`src/rtl/smb_guard_pkg.sv`:
```
package smb_guard_pkg;

  // Index of each line inside the raw/filtered line vectors
  localparam int LINE_SCL = 0;
  localparam int LINE_SDA = 1;
  localparam int NUM_LINES = 2;

  // Registered bus events produced by the condition detector
  typedef struct packed {
    logic start;
    logic stop;
    logic scl_rise;
    logic in_msg;
  } bus_evt_t;

endpackage

```
`src/rtl/smb_line_filter.sv`:
```
module smb_line_filter #(
  parameter int FILT_LEN = 3
) (
  input  logic clk,
  input  logic rst,
  input  logic line_i,
  output logic line_o
);

  logic [1:0]          sync_q;
  logic [FILT_LEN-1:0] hist_q;

  // Two-flop synchronizer, then a history window; the output moves
  // only when the whole window agrees on the new level.
  always_ff @(posedge clk) begin
    if (rst) begin
      sync_q <= '1;
      hist_q <= '1;
      line_o <= 1'b1;
    end else begin
      sync_q <= {sync_q[0], line_i};
      hist_q <= {hist_q[FILT_LEN-2:0], sync_q[1]};
      if (&hist_q)
        line_o <= 1'b1;
      else if (~|hist_q)
        line_o <= 1'b0;
    end
  end

endmodule

```
`src/rtl/smb_cond_detect.sv`:
```
module smb_cond_detect
  import smb_guard_pkg::*;
(
  input  logic     clk,
  input  logic     rst,
  input  logic     scl_f,
  input  logic     sda_f,
  input  logic     tout_clr,
  output bus_evt_t evt,
  output logic     bus_idle
);

  logic scl_q, sda_q;
  logic start_c, stop_c, rise_c, in_msg_n;

  always_comb begin
    start_c = scl_q & scl_f & sda_q & ~sda_f;
    stop_c  = scl_q & scl_f & ~sda_q & sda_f;
    rise_c  = ~scl_q & scl_f;
    if (tout_clr)     in_msg_n = 1'b0;
    else if (start_c) in_msg_n = 1'b1;
    else if (stop_c)  in_msg_n = 1'b0;
    else              in_msg_n = evt.in_msg;
  end

  always_ff @(posedge clk) begin
    if (rst) begin
      scl_q    <= 1'b1;
      sda_q    <= 1'b1;
      evt      <= '0;
      bus_idle <= 1'b1;
    end else begin
      scl_q        <= scl_f;
      sda_q        <= sda_f;
      evt.start    <= start_c;
      evt.stop     <= stop_c;
      evt.scl_rise <= rise_c;
      evt.in_msg   <= in_msg_n;
      bus_idle     <= ~in_msg_n & scl_f & sda_f;
    end
  end

  // a freshly seen START never coexists with an idle indication
  assert_start_busy_R1: assert property (@(posedge clk) disable iff (rst)
    evt.start |-> !bus_idle);

endmodule

```
`src/rtl/smb_holdoff.sv`:
```
module smb_holdoff #(
  parameter int HOLDOFF_CYC = 500
) (
  input  logic clk,
  input  logic rst,
  input  logic rel_master,
  input  logic req_master,
  input  logic tout_clr,
  output logic grant_master
);

  localparam int HW = $clog2(HOLDOFF_CYC + 1);

  logic [HW-1:0] gap_cnt;

  // Release loads the gap; it wins over a same-cycle timeout clear
  always_ff @(posedge clk) begin
    if (rst)
      gap_cnt <= '0;
    else if (rel_master)
      gap_cnt <= HW'(HOLDOFF_CYC);
    else if (tout_clr)
      gap_cnt <= '0;
    else if (gap_cnt != '0)
      gap_cnt <= gap_cnt - 1'b1;
  end

  always_ff @(posedge clk) begin
    if (rst) grant_master <= 1'b0;
    else     grant_master <= req_master & (gap_cnt == '0) & ~rel_master;
  end

  // two edges after a release the grant is still withheld
  assert_holdoff_gap_R4: assert property (@(posedge clk) disable iff (rst)
    rel_master |=> ##1 !grant_master);

endmodule

```
`src/rtl/smb_stretch_meter.sv`:
```
module smb_stretch_meter
  import smb_guard_pkg::*;
#(
  parameter int WDOG_CYC = 19000,
  parameter int MEXT_CYC = 100000,
  parameter int SEXT_CYC = 250000,
  parameter int HALF_CYC = 500
) (
  input  logic     clk,
  input  logic     rst,
  input  logic     is_master,
  input  logic     own_low,
  input  logic     scl_drv_req,
  input  logic     scl_f,
  input  bus_evt_t evt,
  input  logic     tout_clr,
  input  logic     clr_status,
  output logic     wdog_block,
  output logic     mext_viol,
  output logic     sext_viol,
  output logic     underspeed
);

  localparam int WD_W = $clog2(WDOG_CYC + 1);
  localparam int MX_W = $clog2(MEXT_CYC + 2);
  localparam int SX_W = $clog2(SEXT_CYC + 2);
  localparam int PH_W = $clog2(HALF_CYC + 1);
  localparam int BITS_PER_BYTE = 9;

  // ---------------- SCL hold watchdog ----------------
  logic [WD_W-1:0] wd_cnt;
  logic            wd_set;

  assign wd_set = own_low && scl_drv_req && (wd_cnt == WD_W'(WDOG_CYC - 2));

  always_ff @(posedge clk) begin
    if (rst || !own_low)
      wd_cnt <= '0;
    else if (wd_cnt != WD_W'(WDOG_CYC))
      wd_cnt <= wd_cnt + 1'b1;
  end

  always_ff @(posedge clk) begin
    if (rst)             wdog_block <= 1'b0;
    else if (wdog_block) wdog_block <= scl_drv_req;
    else                 wdog_block <= wd_set;
  end

  // ---------------- Per-byte master budget ----------------
  logic [3:0]      bit_cnt;
  logic            byte_end, m_add, m_clr, m_over;
  logic [MX_W-1:0] byte_acc;

  assign byte_end = evt.scl_rise && (bit_cnt == 4'(BITS_PER_BYTE - 1));
  assign m_add    = own_low && is_master;
  assign m_clr    = tout_clr || evt.start || byte_end;
  assign m_over   = m_add && !m_clr && (byte_acc == MX_W'(MEXT_CYC));

  always_ff @(posedge clk) begin
    if (rst || tout_clr || evt.start)
      bit_cnt <= '0;
    else if (evt.scl_rise)
      bit_cnt <= byte_end ? 4'd0 : bit_cnt + 4'd1;
  end

  always_ff @(posedge clk) begin
    if (rst || m_clr)
      byte_acc <= '0;
    else if (m_add && byte_acc != MX_W'(MEXT_CYC + 1))
      byte_acc <= byte_acc + 1'b1;
  end

  always_ff @(posedge clk) begin
    if (rst)             mext_viol <= 1'b0;
    else if (m_over)     mext_viol <= 1'b1;
    else if (clr_status) mext_viol <= 1'b0;
  end

  // ---------------- Per-message slave budget ----------------
  logic            s_add, s_clr, s_over;
  logic [SX_W-1:0] msg_acc;

  assign s_add  = own_low && !is_master && evt.in_msg;
  assign s_clr  = tout_clr || evt.start || evt.stop;
  assign s_over = s_add && !s_clr && (msg_acc == SX_W'(SEXT_CYC));

  always_ff @(posedge clk) begin
    if (rst || s_clr)
      msg_acc <= '0;
    else if (s_add && msg_acc != SX_W'(SEXT_CYC + 1))
      msg_acc <= msg_acc + 1'b1;
  end

  always_ff @(posedge clk) begin
    if (rst)             sext_viol <= 1'b0;
    else if (s_over)     sext_viol <= 1'b1;
    else if (clr_status) sext_viol <= 1'b0;
  end

  // ---------------- Minimum clock rate check ----------------
  logic            scl_p, ph_run, us_set;
  logic [PH_W-1:0] ph_cnt;

  assign ph_run = is_master && evt.in_msg && (scl_f == scl_p);
  assign us_set = ph_run && (ph_cnt == PH_W'(HALF_CYC));

  always_ff @(posedge clk) begin
    if (rst) scl_p <= 1'b1;
    else     scl_p <= scl_f;
  end

  always_ff @(posedge clk) begin
    if (rst || !ph_run)
      ph_cnt <= '0;
    else if (ph_cnt != PH_W'(HALF_CYC))
      ph_cnt <= ph_cnt + 1'b1;
  end

  always_ff @(posedge clk) begin
    if (rst)             underspeed <= 1'b0;
    else if (us_set)     underspeed <= 1'b1;
    else if (clr_status) underspeed <= 1'b0;
  end

  // once the watchdog blocks, the pad enable is low from the next cycle on
  assert_wdog_release_R3: assert property (@(posedge clk) disable iff (rst)
    wdog_block |=> !own_low);

endmodule

```
`src/rtl/smb_timing_guard.sv`:
```
module smb_timing_guard
  import smb_guard_pkg::*;
#(
  parameter int FILT_LEN    = 3,
  parameter int HOLDOFF_CYC = 500,
  parameter int WDOG_CYC    = 19000,
  parameter int TIMEOUT_CYC = 250000,
  parameter int MEXT_CYC    = 100000,
  parameter int SEXT_CYC    = 250000,
  parameter int HALF_CYC    = 500
) (
  input  logic clk,
  input  logic rst,
  input  logic scl_i,
  input  logic sda_i,
  input  logic is_master,
  input  logic scl_drv_req,
  input  logic sda_drv_req,
  input  logic rel_master,
  input  logic req_master,
  input  logic clr_status,
  output logic scl_oe,
  output logic sda_oe,
  output logic grant_master,
  output logic start_det,
  output logic stop_det,
  output logic bus_idle,
  output logic wdog_trip,
  output logic mext_viol,
  output logic sext_viol,
  output logic underspeed,
  output logic timeout_rst,
  output logic timeout_sticky
);

  localparam int TO_W = $clog2(TIMEOUT_CYC + 1);

  logic [NUM_LINES-1:0] raw_lines, filt_lines;
  logic                 scl_f, sda_f;
  bus_evt_t             evt;
  logic                 wdog_block;
  logic                 tout_hold;
  logic [TO_W-1:0]      low_cnt;

  assign raw_lines[LINE_SCL] = scl_i;
  assign raw_lines[LINE_SDA] = sda_i;

  for (genvar g = 0; g < NUM_LINES; g++) begin : g_line
    smb_line_filter #(.FILT_LEN(FILT_LEN)) u_filt (
      .clk    (clk),
      .rst    (rst),
      .line_i (raw_lines[g]),
      .line_o (filt_lines[g])
    );
  end

  assign scl_f = filt_lines[LINE_SCL];
  assign sda_f = filt_lines[LINE_SDA];

  smb_cond_detect u_cond (
    .clk      (clk),
    .rst      (rst),
    .scl_f    (scl_f),
    .sda_f    (sda_f),
    .tout_clr (timeout_rst),
    .evt      (evt),
    .bus_idle (bus_idle)
  );

  smb_stretch_meter #(
    .WDOG_CYC (WDOG_CYC),
    .MEXT_CYC (MEXT_CYC),
    .SEXT_CYC (SEXT_CYC),
    .HALF_CYC (HALF_CYC)
  ) u_meter (
    .clk         (clk),
    .rst         (rst),
    .is_master   (is_master),
    .own_low     (scl_oe),
    .scl_drv_req (scl_drv_req),
    .scl_f       (scl_f),
    .evt         (evt),
    .tout_clr    (timeout_rst),
    .clr_status  (clr_status),
    .wdog_block  (wdog_block),
    .mext_viol   (mext_viol),
    .sext_viol   (sext_viol),
    .underspeed  (underspeed)
  );

  smb_holdoff #(.HOLDOFF_CYC(HOLDOFF_CYC)) u_hold (
    .clk          (clk),
    .rst          (rst),
    .rel_master   (rel_master),
    .req_master   (req_master),
    .tout_clr     (timeout_rst),
    .grant_master (grant_master)
  );

  assign start_det = evt.start;
  assign stop_det  = evt.stop;
  assign wdog_trip = wdog_block;

  // Bus stall timer on the filtered clock line
  always_ff @(posedge clk) begin
    if (rst || scl_f)
      low_cnt <= '0;
    else if (low_cnt != TO_W'(TIMEOUT_CYC))
      low_cnt <= low_cnt + 1'b1;
  end

  always_ff @(posedge clk) begin
    if (rst) begin
      timeout_rst    <= 1'b0;
      tout_hold      <= 1'b0;
      timeout_sticky <= 1'b0;
    end else begin
      timeout_rst <= !scl_f && (low_cnt == TO_W'(TIMEOUT_CYC - 1));
      tout_hold   <= timeout_rst | (tout_hold & (scl_drv_req | sda_drv_req));
      if (timeout_rst)     timeout_sticky <= 1'b1;
      else if (clr_status) timeout_sticky <= 1'b0;
    end
  end

  // Registered open-drain low-enables
  always_ff @(posedge clk) begin
    if (rst) begin
      scl_oe <= 1'b0;
      sda_oe <= 1'b0;
    end else begin
      scl_oe <= scl_drv_req & ~wdog_block & ~tout_hold & ~timeout_rst;
      sda_oe <= sda_drv_req & ~tout_hold & ~timeout_rst;
    end
  end

  // ---------------- Assertions ----------------
  // Independent run-length monitor of the SCL enable for R3
  logic [$clog2(WDOG_CYC + 2)-1:0] chk_run;
  always_ff @(posedge clk) begin
    if (rst || !scl_oe)
      chk_run <= '0;
    else if (chk_run != ($clog2(WDOG_CYC + 2))'(WDOG_CYC + 1))
      chk_run <= chk_run + 1'b1;
  end

  assert_wdog_hold_R3: assert property (@(posedge clk) disable iff (rst)
    chk_run <= ($clog2(WDOG_CYC + 2))'(WDOG_CYC));

  assert_tout_pulse_R8: assert property (@(posedge clk) disable iff (rst)
    timeout_rst |=> !timeout_rst);

  assert_tout_release_R8: assert property (@(posedge clk) disable iff (rst)
    timeout_rst |=> (!scl_oe && !sda_oe));

  assert_tout_sticky_R9: assert property (@(posedge clk) disable iff (rst)
    timeout_rst |=> timeout_sticky);

endmodule

```
`config.mk`:
```
export PLATFORM = sky130hd
export DESIGN_NAME = smb_timing_guard
export DESIGN_NICKNAME = d
export VERILOG_FILES = /design/src/rtl/smb_guard_pkg.sv /design/src/rtl/smb_line_filter.sv /design/src/rtl/smb_cond_detect.sv /design/src/rtl/smb_holdoff.sv /design/src/rtl/smb_stretch_meter.sv /design/src/rtl/smb_timing_guard.sv
export SDC_FILE = /design/constraint.sdc
export NUM_CORES = 1
export LEC_CHECK = 0
export BUFFER_PORTS_ARGS = -buffer_cell sky130_fd_sc_hd__buf_2
export CORE_MARGIN = 3
export CORE_UTILIZATION = 61
export CTS_CLUSTER_DIAMETER = 150
export DETAILED_ROUTE_END_ITERATION = 6
export GPL_TIMING_DRIVEN = 1
export HOLD_SLACK_MARGIN = 0.02
export PLACE_DENSITY = 0.83
export SYNTH_ARGS = -nofsm -noshare
export SYNTH_HDL_FRONTEND = slang
export SYNTH_HIERARCHICAL = 1
export SYNTH_SLANG_ARGS = --single-unit
```
`constraint.sdc`:
```
create_clock -name clk -period 2.34 [get_ports clk]
set_input_delay 0.117 -clock clk [delete_from_list [all_inputs] [get_ports clk]]
set_output_delay 0.117 -clock clk [all_outputs]
set_load 0.05 [all_outputs]
```
# Yosys cells after proc, flatten, opt, wreduce, memory -nomap -nowiden
# Index checks and enable logic that the tools add are counted.
classes:
  n_addsub: 7
  n_bitwise: 26
  n_reduce_logical: 46
  mux: 13
  n_eq_ne: 12
ops:
  columns: ["cell", "count"]
  rows:
  - ["$add A18 B1 Y18 const B", 2]
  - ["$eq A18 B18 Y1 const B", 2]
  - ["$ne A18 B18 Y1 const B", 2]
  - ["$mux W9", 3]
  - ["$add A17 B1 Y17 const B", 1]
  - ["$eq A17 B17 Y1 const B", 1]
  - ["$ne A17 B17 Y1 const B", 1]
  - ["$and A1 B1 Y1", 16]
  - ["$logic_and A1 B1 Y1", 16]
  - ["$add A15 B1 Y15 const B", 1]
  - ["$eq A15 B15 Y1 const B", 1]
  - ["$ne A15 B15 Y1 const B", 1]
  - ["$logic_or A1 B1 Y1", 10]
  - ["$add A9 B1 Y9 const B", 1]
  - ["$eq A9 B9 Y1 const B", 1]
  - ["$logic_not A9 Y1", 1]
  - ["$mux W1", 9]
  - ["$ne A9 B9 Y1 const B", 1]
  - ["$reduce_bool A9 Y1", 1]
  - ["$reduce_or A3 Y1", 3]
  - ["$sub A9 B1 Y9 const B", 1]
  - ["$not A1 Y1", 8]
  - ["$reduce_bool A2 Y1", 4]
  - ["$logic_not A1 Y1", 6]
  - ["8 further kinds", 11]
word_totals:
  ff_bits: 119
  in_bits: 10
  out_inout_bits: 12

# Longest topological paths before layout
depth:
  ltp_word: 9
  ltp_mapped: 7
  ltp_nobuf: 7

# Cells and area by module
# The synthesis kept the hierarchy.
by_module_without_submodules:
  columns: ["mod", "cells_each", "area_each_um2", "instances", "seq_area_each_um2"]
  rows:
  - ["smb_stretch_meter", 372, 3218.1, 1, 1361.3]
  - ["smb_timing_guard", 113, 1048.5, 1, 460.4]
  - ["smb_holdoff", 54, 493.0, 1, 200.2]
  - ["smb_line_filter", 15, 170.2, 2, 120.1]
  - ["smb_cond_detect", 22, 226.5, 1, 140.1]

# Worst setup path after synthesis
# OpenSTA, ideal clock, no wires.
synth_timing:
  path_kind: "flip-flop to flip-flop"
  startpoint: "reg scl_oe"
  endpoint: "reg u_meter.msg_acc[17]"
  arrival_ns: 1.832
  path_buffers: 0
  setup_slack_ns: 0.384
  period_less_slack_ns: 1.956
  stages_incl_launch_ff: 6
  path_cell_list: "dfxtp_1 > nand3b_1 > nor4_2 > nand4_1 > xor2_1 > nor2_1"
synth_via:
  elab_chain_len: 3
synth_lines:
  columns: ["item", "line", "text"]
  rows:
  - ["from (decl)", "smb_timing_guard.sv:22", "output logic scl_oe,"]
  - ["from (signal assigned)", "smb_timing_guard.sv:131", "scl_oe <= scl_drv_req & ~wdog_block & ~tout_hold & ~timeout_rst;"]
  - ["$logic_and A1 B1 Y1 (2 in series)", "smb_stretch_meter.sv:83", "assign s_add = own_low && !is_master && evt.in_msg;"]
  - ["$logic_and A1 B1 Y1", "smb_stretch_meter.sv:90", "else if (s_add && msg_acc != SX_W'(SEXT_CYC + 1))"]
  - ["to (signal assigned)", "smb_stretch_meter.sv:91", "msg_acc <= msg_acc + 1'b1;"]
  - ["to (decl)", "smb_stretch_meter.sv:81", "logic [SX_W-1:0] msg_acc;"]
# No other way between the ends.
# A chain may end at the register's enable or synchronous reset.

# Final worst setup path
layout_timing:
  startpoint: "reg u_hold.gap_cnt[0]"
  endpoint: "reg u_hold.grant_master"
layout_via:
  elab_chain_len: 3
layout_lines:
  columns: ["item", "line", "text"]
  rows:
  - ["from (decl)", "smb_holdoff.sv:14", "logic [HW-1:0] gap_cnt;"]
  - ["from (signal assigned)", "smb_holdoff.sv:21", "gap_cnt <= HW'(HOLDOFF_CYC);"]
  - ["from (signal assigned)", "smb_holdoff.sv:25", "gap_cnt <= gap_cnt - 1'b1;"]
  - ["$logic_not A9 Y1", "smb_holdoff.sv:30", "else grant_master <= req_master & (gap_cnt == '0) & ~rel_master;"]
  - ["$and A1 B1 Y1 (2 in series)", "smb_holdoff.sv:30", null]
  - ["to (signal assigned)", "smb_holdoff.sv:30", null]
  - ["to (decl)", "smb_holdoff.sv:9", "output logic grant_master"]
# No other way between the ends.

==> results.cfg <==
[sta]
max_slew.worst_pin.slew_ns = 0.667
timing.setup.tns_ns = 0
post-route-period-util = 0.868
timing_max_transition_violations_final = 0
timing.final.setup_violations = 0
hold_viol_final = 0
worst_clock_skew_ns = 0.00602
achievable-frequency_mhz = 492
rsz_0062_raised_after_global_routing = no
slew_headroom = 0.552
finalWorstPathRequiredPeriod_ns = 2.03

[setup_path]
worst_path_largest_cell_delay_ns = 0.57
critical_path.slowest_cell = sky130_fd_sc_hd__dlygate4sd3_1
cp-start-kind = flop
worst-path-buf-inv = 2
crit_fanout = 6
worstPathCellList = inv_1, ha_1, nor4b_4, nand2_2, nor4b_2, dlygate4sd3_1
critPathTopFamily = simple AND/OR/NAND/NOR gates
worst_setup_path_end_kind = flop
crit_arrival_ns = 2.48
timing_worst_setup_path_type = flop to flop
crit_required_ns = 2.79

[floorplan]
chipWidth_um = 99.4
row_count = 33
die-height_um = 99.4
core_area_um2 = 8340
floorplan.initialDensity = 0.639
io_pins = 22
die_area_um2 = 9890

[run]
maxCapViolCount = 0

[yosys]
avgSynthCellArea_um2 = 9.01
synth_seq_cells = 120
ys_warn_count = 6
fraction_of_synthesis_flops_using_an_asynchronous_set_or_reset_pin = 0
synth_flop_cell = sky130_fd_sc_hd__dfxtp_1
syn-cell-area_um2 = 5330
yosysUniqueCellTypes = 58
synthCells = 591
synth-edff-count = 0
ys_seq_area_frac = 0.451
mappedNetlistNets = 617

[drt]
ant_nets = 0
routed-via-count = 4310
drt_pre_antenna_iters = 5
avgRoutedWirePerCell_um = 15.0
viasPerCell = 5.75
routed_wl_um = 11300
drt_iter0_drc = 212
remaining_drc_errors = 0

[global_route]
number_of_antenna_violations_at_the_first_check_in_global_routing = 0
gr-usage-met2 = 0.417
grt.met3_usage = 0.0666
grt_pass1_wl_um = 19300
first_global_vias = 4354
grt_busiest_layer = met2
gr_layer_usage_met1 = 0.280
global_route.usage.total = 0.240
gr-total-overflow = 0
largest_net_degree_at_the_start_of_global_routing = 26

[clock_tree]
ctsResizeCount = 0
hold_buffers = 8
cts_tree = built
cts_post_setup_buffers_inserted = 0
clk_root_buffer_cell = sky130_fd_sc_hd__clkbuf_8
cts_inserted_buffers = 17
clock_tree.htree_level_count = 4
clock_path_buffers = 2
clk_latency_ns = 0.51
cts.sink_count = 120
clk_slew_on_worst_s_h_paths_ns = 0.06

[place]
dpl.hpwl_um = 7250
finalWeightedCongestion = 0.879
placement.io_buffers = 21
placed_cell_area_um2 = 5550

[worst_hold_path]
worstHoldPathType = input port to flop

[pwr]
leakage_uw = 0.00222
ir_worst_vdd_v = 0.000678
power_uw = 4810
cellPowerDensity_nw_per_um2 = 774

[cells_and_area]
syn2layout_area_growth_pct = 16.6
post_route_cell_area_um2 = 6210
fill_cells = 572
multi_input_comb_area_um2 = 2770
design.final.nets = 658
layout-drive-gt1-share = 0.129
final-seq-area_um2 = 2400
antenna-diode-count = 0

[outcome]
outcome = complete, no violations
==> worst min-delay path: cells and delay by family <==
family | cells | cell delay (ns)
xor+xnor | 1 | 0.06
buf+inv | 1 | 0.15
simple gates | 3 | 0.26
==> registers in the layout (all words and copies together), names as in the netlist, 6 cells and up <==
name	cells
low_cnt	18
u_meter/msg_acc	18
u_meter/byte_acc	17
u_meter/wd_cnt	15
u_hold/gap_cnt	9
u_meter/ph_cnt	9
g_line.u_filt/hist_q	6
==> kinds of logic (layout without fill, tap and decap cells) <==
group	Yosys count	after routing	share of synthesized area
flops	120	120	0.451
xor+xnor	61	61	0.100
mux	8	8	0.0157
simple gates	281	281	0.295
compound gates	65	65	0.0719
buf+inv	40	93	0.0284
fa+ha+maj	16	16	0.0376
==> stage by stage <==
| step | instances | hold WS, ns | setup WS (ns) | utilization |
|---|---|---|---|---|
| detailed placement | 710 | 0.295 | 0.354 | 0.665 |
| global placement | 710 | 0.293 | 0.428 | 0.665 |
| global route | 749 | 0.102 | 0.199 | 0.745 |
| finish | 749 | 0.112 | 0.308 | 0.745 |
| CTS | 749 | 0.0746 | 0.322 | 0.745 |
| floorplan | 591 | 0.186 | 0.384 | - |
==> path summary, 6_finish.rpt <==
check / slack, ns / from / cells past startpoint / end
hold reg to reg: 0.40 / g_line[1].u_filt/sync_q[1] / 1 / g_line[1].u_filt/hist_q[0]
setup / recovery: 0.31 / u_hold/gap_cnt[0] / 6 / u_hold/grant_master
hold / removal: 0.11 / is_master / 5 / u_meter/msg_acc[6]
setup reg to reg: 0.31 / u_hold/gap_cnt[0] / 6 / u_hold/grant_master
==> placed cells by master, fill, tap and decap left out, types with 4 or more instances in the layout <==
cell type	instances
sky130_fd_sc_hd__nand2b_1	7
sky130_fd_sc_hd__a21oi_1	27
sky130_fd_sc_hd__nand4b_1	5
sky130_fd_sc_hd__ha_1	16
sky130_fd_sc_hd__or2_1	7
sky130_fd_sc_hd__inv_1	29
sky130_fd_sc_hd__nor2_1	87
sky130_fd_sc_hd__o21ai_0	16
sky130_fd_sc_hd__xor2_1	43
sky130_fd_sc_hd__nand2_1	48
sky130_fd_sc_hd__dlygate4sd3_1	8
sky130_fd_sc_hd__buf_2	21
sky130_fd_sc_hd__dfxtp_1	120
sky130_fd_sc_hd__clkbuf_16	16
sky130_fd_sc_hd__nor3_1	13
sky130_fd_sc_hd__mux2i_1	5
sky130_fd_sc_hd__nor4bb_1	4
sky130_fd_sc_hd__nand4_1	20
sky130_fd_sc_hd__and3_1	5
sky130_fd_sc_hd__nand3_1	22
sky130_fd_sc_hd__clkinv_4	5
sky130_fd_sc_hd__nor4_1	5
sky130_fd_sc_hd__or2_2	6
sky130_fd_sc_hd__nand3b_1	5
sky130_fd_sc_hd__a211oi_1	6
sky130_fd_sc_hd__xnor2_1	18
sky130_fd_sc_hd__or3_1	17
==> synthesized netlist by cell type, types with 7 or more instances <==
library cell,instances,area share
sky130_fd_sc_hd__or2_1,7,0.0082
sky130_fd_sc_hd__nand4_1,20,0.023
sky130_fd_sc_hd__xor2_1,43,0.071
sky130_fd_sc_hd__nand3_1,22,0.021
sky130_fd_sc_hd__nand2b_1,7,0.0082
sky130_fd_sc_hd__clkbuf_1,9,0.0063
sky130_fd_sc_hd__nand2_1,48,0.034
sky130_fd_sc_hd__nor2_1,87,0.061
sky130_fd_sc_hd__o21ai_0,16,0.015
sky130_fd_sc_hd__or3_1,17,0.020
sky130_fd_sc_hd__ha_1,16,0.038
sky130_fd_sc_hd__xnor2_1,18,0.030
sky130_fd_sc_hd__a21oi_1,27,0.025
sky130_fd_sc_hd__dfxtp_1,120,0.45
sky130_fd_sc_hd__inv_1,29,0.020
sky130_fd_sc_hd__nor3_1,13,0.012
==> cell type report <==
class | instances | share of cell area
inverter | 30 | 0.0181
clock buffer | 19 | 0.0711
clock inverter | 12 | 0.0232
timing repair buffer | 32 | 0.0334
sequential | 120 | 0.387
multi-input combinational | 431 | 0.446
tap | 105 | 0.0211
==> where the power goes <==
group / switching, uW / leakage (uW) / internal (uW)
Clock: 959 / 0.000277 / 1580
Sequential: 31.2 / 0.000971 / 2070
Combinational: 96.4 / 0.000976 / 71.8
==> layer usage <==
metal | routed length [um] | up-vias
met1 | 4830 | 2055
li1 | - | 2128
met5 | 0 | -
met3 | 468 | 19
met2 | 5750 | 108
met4 | 218 | 0
Note: power is estimated with default switching activity, not from simulation.
